[config.mk]
export PLATFORM = sky130hd
export DESIGN_NAME = sertx_core
export DESIGN_NICKNAME = d
export VERILOG_FILES = /design/src/rtl/sertx_pkg.sv /design/src/rtl/sertx_regs.sv /design/src/rtl/sertx_bitclk.sv /design/src/rtl/sertx_seq.sv /design/src/rtl/sertx_core.sv
export SDC_FILE = /design/constraint.sdc
export NUM_CORES = 1
export LEC_CHECK = 0
export ABC_AREA = 1
export BUFFER_PORTS_ARGS = -buffer_cell sky130_fd_sc_hd__buf_2
export CORE_AREA = 2 2 62 78
export DETAILED_ROUTE_END_ITERATION = 16
export DIE_AREA = 0 0 64 80
export PLACE_DENSITY = 0.67
export SYNTH_ARGS = -nofsm -noshare
export SYNTH_HDL_FRONTEND = slang
export SYNTH_HIERARCHICAL = 1
export SYNTH_SLANG_ARGS = --single-unit
[constraint.sdc]
create_clock -name clk -period 3 [get_ports clk]
set_input_delay 0.15 -clock clk [delete_from_list [all_inputs] [get_ports clk]]
set_output_delay 0.15 -clock clk [all_outputs]
set_load 0.05 [all_outputs]
[src/rtl/sertx_pkg.sv]
package sertx_pkg;
   typedef enum logic [2:0] {
      ST_IDLE,
      ST_START,
      ST_DATA,
      ST_EXTRA,
      ST_STOP
   } tx_state_e;

   typedef struct packed {
      logic end_ie;
      logic empty_ie;
      logic mp_val;
      logic mp_en;
      logic par_odd;
      logic par_en;
      logic short_len;
   } tx_ctrl_t;

   localparam int CTRL_W = 7;
endpackage

[src/rtl/sertx_regs.sv]
module sertx_regs
   import sertx_pkg::*;
#(
   parameter int DATA_W = 8
) (
   input  logic              clk,
   input  logic              rst_n,
   input  logic              host_we,
   input  logic              host_sel,
   input  logic [DATA_W-1:0] host_wdata,
   input  logic              load,
   input  logic              end_set,
   output logic [DATA_W-1:0] hold_data,
   output tx_ctrl_t          ctrl,
   output logic              empty,
   output logic              done
);
   logic wr_data;
   logic wr_ctrl;

   assign wr_data = host_we && !host_sel;
   assign wr_ctrl = host_we && host_sel;

   always_ff @(posedge clk or negedge rst_n) begin
      if (!rst_n) begin
         hold_data <= '0;
         ctrl      <= '0;
         empty     <= 1'b1;
         done      <= 1'b1;
      end else begin
         if (wr_data) hold_data <= host_wdata;
         if (wr_ctrl) ctrl <= tx_ctrl_t'(host_wdata[CTRL_W-1:0]);
         // a fresh write outranks a same-cycle transfer
         if (wr_data)   empty <= 1'b0;
         else if (load) empty <= 1'b1;
         if (wr_data)      done <= 1'b0;
         else if (end_set) done <= 1'b1;
      end
   end
endmodule

[src/rtl/sertx_bitclk.sv]
module sertx_bitclk #(
   parameter int TICKS_PER_BIT = 16
) (
   input  logic clk,
   input  logic rst_n,
   input  logic restart,
   input  logic baud_tick,
   output logic bit_end
);
   localparam int CNT_W = (TICKS_PER_BIT > 1) ? $clog2(TICKS_PER_BIT) : 1;
   localparam logic [CNT_W-1:0] LAST = CNT_W'(TICKS_PER_BIT - 1);

   logic [CNT_W-1:0] cnt;

   assign bit_end = baud_tick && (cnt == LAST) && !restart;

   always_ff @(posedge clk or negedge rst_n) begin
      if (!rst_n)             cnt <= '0;
      else if (restart)       cnt <= '0;
      else if (baud_tick)     cnt <= (cnt == LAST) ? '0 : cnt + 1'b1;
   end
endmodule

[src/rtl/sertx_seq.sv]
module sertx_seq
   import sertx_pkg::*;
#(
   parameter int DATA_W = 8
) (
   input  logic              clk,
   input  logic              rst_n,
   input  logic              empty,
   input  logic [DATA_W-1:0] hold_data,
   input  logic              short_len,
   input  logic              par_en,
   input  logic              par_odd,
   input  logic              mp_en,
   input  logic              mp_val,
   input  logic              bit_end,
   output logic              load,
   output logic              end_set,
   output logic              restart,
   output logic              txd
);
   localparam int BIDX_W = $clog2(DATA_W);
   localparam logic [BIDX_W-1:0] IDX_FULL  = BIDX_W'(DATA_W - 1);
   localparam logic [BIDX_W-1:0] IDX_SHORT = BIDX_W'(DATA_W - 2);

   tx_state_e         state;
   logic [DATA_W-1:0] shreg;
   logic [DATA_W-1:0] masked;
   logic [BIDX_W-1:0] bidx;
   logic [BIDX_W-1:0] last_idx;
   logic              has_extra;
   logic              extra_bit;
   logic              chain;
   logic              going_stop;
   logic              new_extra;

   // the top data bit is dropped in short mode
   for (genvar g = 0; g < DATA_W; g++) begin : g_mask
      if (g == DATA_W - 1) begin : g_top
         assign masked[g] = hold_data[g] && !short_len;
      end else begin : g_low
         assign masked[g] = hold_data[g];
      end
   end

   assign new_extra  = mp_en ? mp_val : ((^masked) ^ par_odd);
   assign going_stop = bit_end &&
                       ((state == ST_DATA && bidx == last_idx && !has_extra) ||
                        state == ST_EXTRA);
   assign restart    = (state == ST_IDLE) && !empty;
   assign load       = restart || (going_stop && !empty);
   assign end_set    = going_stop && empty;

   always_comb begin
      unique case (state)
         ST_START: txd = 1'b0;
         ST_DATA:  txd = shreg[0];
         ST_EXTRA: txd = extra_bit;
         default:  txd = 1'b1;
      endcase
   end

   always_ff @(posedge clk or negedge rst_n) begin
      if (!rst_n) begin
         state     <= ST_IDLE;
         shreg     <= '0;
         bidx      <= '0;
         last_idx  <= IDX_FULL;
         has_extra <= 1'b0;
         extra_bit <= 1'b0;
         chain     <= 1'b0;
      end else begin
         if (load) begin
            shreg     <= masked;
            last_idx  <= short_len ? IDX_SHORT : IDX_FULL;
            has_extra <= par_en || mp_en;
            extra_bit <= new_extra;
         end else if (state == ST_DATA && bit_end) begin
            shreg <= shreg >> 1;
         end
         if (going_stop) chain <= !empty;
         unique case (state)
            ST_IDLE:  if (!empty) state <= ST_START;
            ST_START: if (bit_end) begin
               state <= ST_DATA;
               bidx  <= '0;
            end
            ST_DATA:  if (bit_end) begin
               if (bidx == last_idx) state <= has_extra ? ST_EXTRA : ST_STOP;
               else                  bidx  <= bidx + 1'b1;
            end
            ST_EXTRA: if (bit_end) state <= ST_STOP;
            ST_STOP:  if (bit_end) state <= chain ? ST_START : ST_IDLE;
            default:  state <= ST_IDLE;
         endcase
      end
   end
endmodule

[src/rtl/sertx_core.sv]
module sertx_core
   import sertx_pkg::*;
#(
   parameter int DATA_W        = 8,
   parameter int TICKS_PER_BIT = 16
) (
   input  logic              clk,
   input  logic              rst_n,
   input  logic              baud_tick,
   input  logic              host_we,
   input  logic              host_sel,
   input  logic [DATA_W-1:0] host_wdata,
   output logic              txd,
   output logic              buf_empty,
   output logic              tx_done,
   output logic              irq_empty,
   output logic              irq_done
);
   if (DATA_W < CTRL_W || DATA_W > 16) begin : g_bad_width
      $error("sertx_core: DATA_W must be within 7..16");
   end
   if (TICKS_PER_BIT < 2) begin : g_bad_ticks
      $error("sertx_core: TICKS_PER_BIT must be at least 2");
   end

   logic [DATA_W-1:0] hold_data;
   tx_ctrl_t          ctrl;
   logic              load;
   logic              end_set;
   logic              restart;
   logic              bit_end;

   sertx_regs #(.DATA_W(DATA_W)) u_regs (
      .clk        (clk),
      .rst_n      (rst_n),
      .host_we    (host_we),
      .host_sel   (host_sel),
      .host_wdata (host_wdata),
      .load       (load),
      .end_set    (end_set),
      .hold_data  (hold_data),
      .ctrl       (ctrl),
      .empty      (buf_empty),
      .done       (tx_done)
   );

   sertx_bitclk #(.TICKS_PER_BIT(TICKS_PER_BIT)) u_bitclk (
      .clk       (clk),
      .rst_n     (rst_n),
      .restart   (restart),
      .baud_tick (baud_tick),
      .bit_end   (bit_end)
   );

   sertx_seq #(.DATA_W(DATA_W)) u_seq (
      .clk       (clk),
      .rst_n     (rst_n),
      .empty     (buf_empty),
      .hold_data (hold_data),
      .short_len (ctrl.short_len),
      .par_en    (ctrl.par_en),
      .par_odd   (ctrl.par_odd),
      .mp_en     (ctrl.mp_en),
      .mp_val    (ctrl.mp_val),
      .bit_end   (bit_end),
      .load      (load),
      .end_set   (end_set),
      .restart   (restart),
      .txd       (txd)
   );

   assign irq_empty = buf_empty && ctrl.empty_ie;
   assign irq_done  = tx_done && ctrl.end_ie;
endmodule

==> impl_metrics.csv <==
group,metric,value,unit
outcome,status,"finished, final reports clean",
clock_network,clk_latency,0.29,ns
floorplan,start_util,48.8,%
grt,grt_pass1_vias,1676,
timing,fin_crit,2.57,ns
final_layout,layout_commonest_cell,"nand2_1",
floorplan,row_count,27,
logic_synthesis,synth_top_area_cell,"dfrtp_1",
logic_synthesis,seq_area_frac_synth,46.1,%
power,power_per_cell_area,807,nW/um^2
routing,top_layer_used,"met4",
setup_path,r2r-end,"u_seq/shreg[0]$_DFFE_PN0P_",
logic_synthesis,yosys.area_share.simple,37.5,%
grt,grt_overflow,0,
timing,setup_tns,0,ns
final_layout,postLayoutCellArea,2350,sq um
clock_network,cts_buffers,5,
timing,clock_skew,0.00718,ns
floorplan,die_area,5120,sq um
timing,rsz0062_at_grt,"false",
grt,grt_max_degree,40,
logic_synthesis,avgSynthCellArea,8.18,sq um
timing,report.final.slew_viol_count,0,
final_layout,n_antenna_cell,0,
logic_synthesis,syn_area,2130,sq um
setup_path,crit_required,3.19,ns
final_layout,n_fill_cell,415,
clock_network,cts.sinks,39,
floorplan,ioPinCount,18,
routing,wirelength,4000,um
grt,antenna_found_initial,0,
floorplan,core_region_area,4360,sq um
final_layout,area_delta_synth_final,10.5,%
timing,setup_violations,0,
routing,routed-wl-met3,129,um
logic_synthesis,synth_compound_area_share,5.41,%
logic_synthesis,synth_fp_nets,275,
power,ir_drop,0.336,mV
setup_path,worstPathArrival,2.76,ns
worst_hold_path,worstHoldPathType,"input port to flip-flop",
placed_design,place_area,2220,sq um
timing,finalHoldViolations,0,
power,p_leak,1.25,nW
routing,wl_met1,1710,um
setup_path,setup.worst_path.start_class,"flip-flop",
logic_synthesis,synth_top_area_share,42.4,%
setup_path,cp_max_fo,16,
setup_path,cp-end-kind,"flip-flop",
routing,drtIter0Drc,73,
grt,grt.total_usage,18.9,%
routing,wl_per_cell,11.8,um
final_layout,final_cell_mix,"nand2_1, dfrtp_1, nand3_1",
floorplan,die_w,64,um
logic_synthesis,netlist_instances,260,
routing,ant_nets,0,
logic_synthesis,yosysUniqueCellTypes,34,
logic_synthesis,synth-xor-area-share,0.824,%
clock_network,htree_levels,2,
logic_synthesis,ys_seq_elements,39,
timing,tightest_slew,0.847,ns
placed_design,place_hpwl,3000,um
worst_hold_path,hold_depth,3,
routing,drc_errors,0,
timing,post-route-period-util,85.7,%
logic_synthesis,synth_top_family_by_area,"simple AND/OR/NAND/NOR gates",
setup_path,reg2regPathDepth,11,
setup_path,r2r_setup_slack,0.43,ns
routing,avgViaCountPerCell,5.00,
setup_path,path_class,"flip-flop to flip-flop",
placed_design,gp_congestion,0.850,
final_layout,nets,294,
placed_design,place_ws,0.447,ns
final_layout,layout-drive-gt1-share,18.2,%
clock_network,root_buffer,"clkbuf_8",
worst_hold_path,hold_path_end,"u_regs/hold_data[7]$_DFFE_PN0P_",
timing,fin_ws,0.428,ns
grt,grt_pass1_wl,7380,um
logic_synthesis,synth.area.top_cells,"dfrtp_1, nand2_1, nand3_1, inv_1, nand4_1",
job,cap_viol_max_count,0,
clock_network,path_clk_slew,0.08,ns
logic_synthesis,synthAdderAreaFrac,1.18,%
power,fin_total_pwr,1.90,mW
timing,slew_headroom,43.5,%
logic_synthesis,synth.area.mux_share,0,%
clock_network,cts_resized,0,
worst_hold_path,hold_start,"host_wdata[7]",
placed_design,io_buffers,17,
routing,vias,1691,
routing,drt_first_pass_iters,4,
floorplan,die-height,80,um
setup_path,reg2reg_from,"u_regs/empty$_DFFE_PN1P_",
clock_network,tritoncts,"built",
clock_network,clockBufferDepth,2,
routing,wl_met2,2090,um
timing,fmax,389,MHz
logic_synthesis,yosysWarningCount,6,
[state kept, by name (all words and copies together) (netlist names)]
signal,flops
u_bitclk/cnt,4
u_seq/chain,1
u_seq/bidx,3
u_seq/state,3
u_seq/last_idx,1
u_regs/empty,1
u_regs/hold_data,8
u_regs/ctrl,7
u_seq/has_extra,1
u_seq/extra_bit,1
u_regs/done,1
u_seq/shreg,8
[layout make-up]
class                           instances  area [sq um]  share of cell area, %
Clock inverter                          2          35.0                   1.49
Timing Repair Buffer                   18          95.1                   4.05
Clock buffer                            6          82.6                   3.51
Tap cell                               58          72.6                   3.09
Inverter                               32           130                   5.54
Sequential cell                        39           980                   41.7
Multi-Input combinational cell        183           955                   40.6
[stage by stage]
| stage | instances | util, % | hold slack (ns) |
|---|---|---|---|
| 5_1_grt | 338 | 53.9 | 0.101 |
| 2_1_floorplan | 260 | - | -0.146 |
| 6_report | 338 | 53.9 | 0.0928 |
| 4_1_cts | 338 | 53.9 | 0.0886 |
| 3_3_place_gp | 329 | 51.0 | 0.311 |
| 3_5_place_dp | 329 | 51.0 | 0.314 |
[per-layer routing]
layer	vias to the layer above	track usage, %
li1	884	-
met1	778	21.5
met2	25	33.6
met3	4	4.23
met4	0	8.04
met5	-	0
[cells by family (layout without fill, tap and decap cells)]
logic type / after synthesis / after routing
and+or+nand+nor: 160 / 160
DFF: 39 / 39
buffers and inverters: 38 / 58
AOI/OAI and AO/OA: 19 / 19
adders and majority gates: 2 / 2
xor gates and xnor gates: 2 / 2
[how the worst max path moves through the flow]
stage | start | endpoint | slack (ns) | cells after the start
global route | u_regs/empty$_DFFE_PN1P_ | u_seq/shreg[0]$_DFFE_PN0P_ | 0.19 | 11
finish | u_regs/empty$_DFFE_PN1P_ | u_seq/shreg[0]$_DFFE_PN0P_ | 0.43 | 11
floorplan | u_regs/empty$_DFFE_PN1P_ | u_seq/shreg[0]$_DFFE_PN0P_ | 0.21 | 12
global placement | u_regs/empty$_DFFE_PN1P_ | u_seq/shreg[0]$_DFFE_PN0P_ | 0.53 | 11
detailed placement | u_regs/empty$_DFFE_PN1P_ | u_seq/shreg[0]$_DFFE_PN0P_ | 0.45 | 11
CTS | u_regs/empty$_DFFE_PN1P_ | u_seq/shreg[0]$_DFFE_PN0P_ | 0.41 | 11
[worst max-delay path, stage by stage (launching register included)]
cell and delay [ns]:
dfstp_2 0.56, inv_1 0.11, nand3_4 0.20, inv_1 0.12, nor3_1 0.60, inv_1 0.29, nor2_8 0.25, inv_4 0.08
nand2_1 0.06, nand2_1 0.05, o21ai_1 0.12, inv_1 0.05
[power by group]
group          internal, mW  switching (mW)  leakage (nW)
registers             0.674           0.126         0.486
clock network         0.269           0.186        0.0612
logic                 0.215           0.424         0.702
total                  1.16           0.737          1.25
[cells in the mapped netlist, drive strengths merged]
cell type  count
nor3           1
buf            5
xnor2          2
o22ai          1
o31ai          1
o21ai          8
dfrtp         36
inv           32
nand3         39
nand2         92
nor3b          1
clkbuf         1
dfstp          3
nand4         14
ha             2
a21oi          7
a22o           1
a31oi          1
nor2          13
[what timing repair did]
item / in CTS / in global routing
hold endpoints to repair: 15 / 0
setup endpoints to repair: 0 / 0
setup buffers: 0 / 0
hold buffers: 1 / 0
No activity file was read; power rests on OpenSTA's default activity.
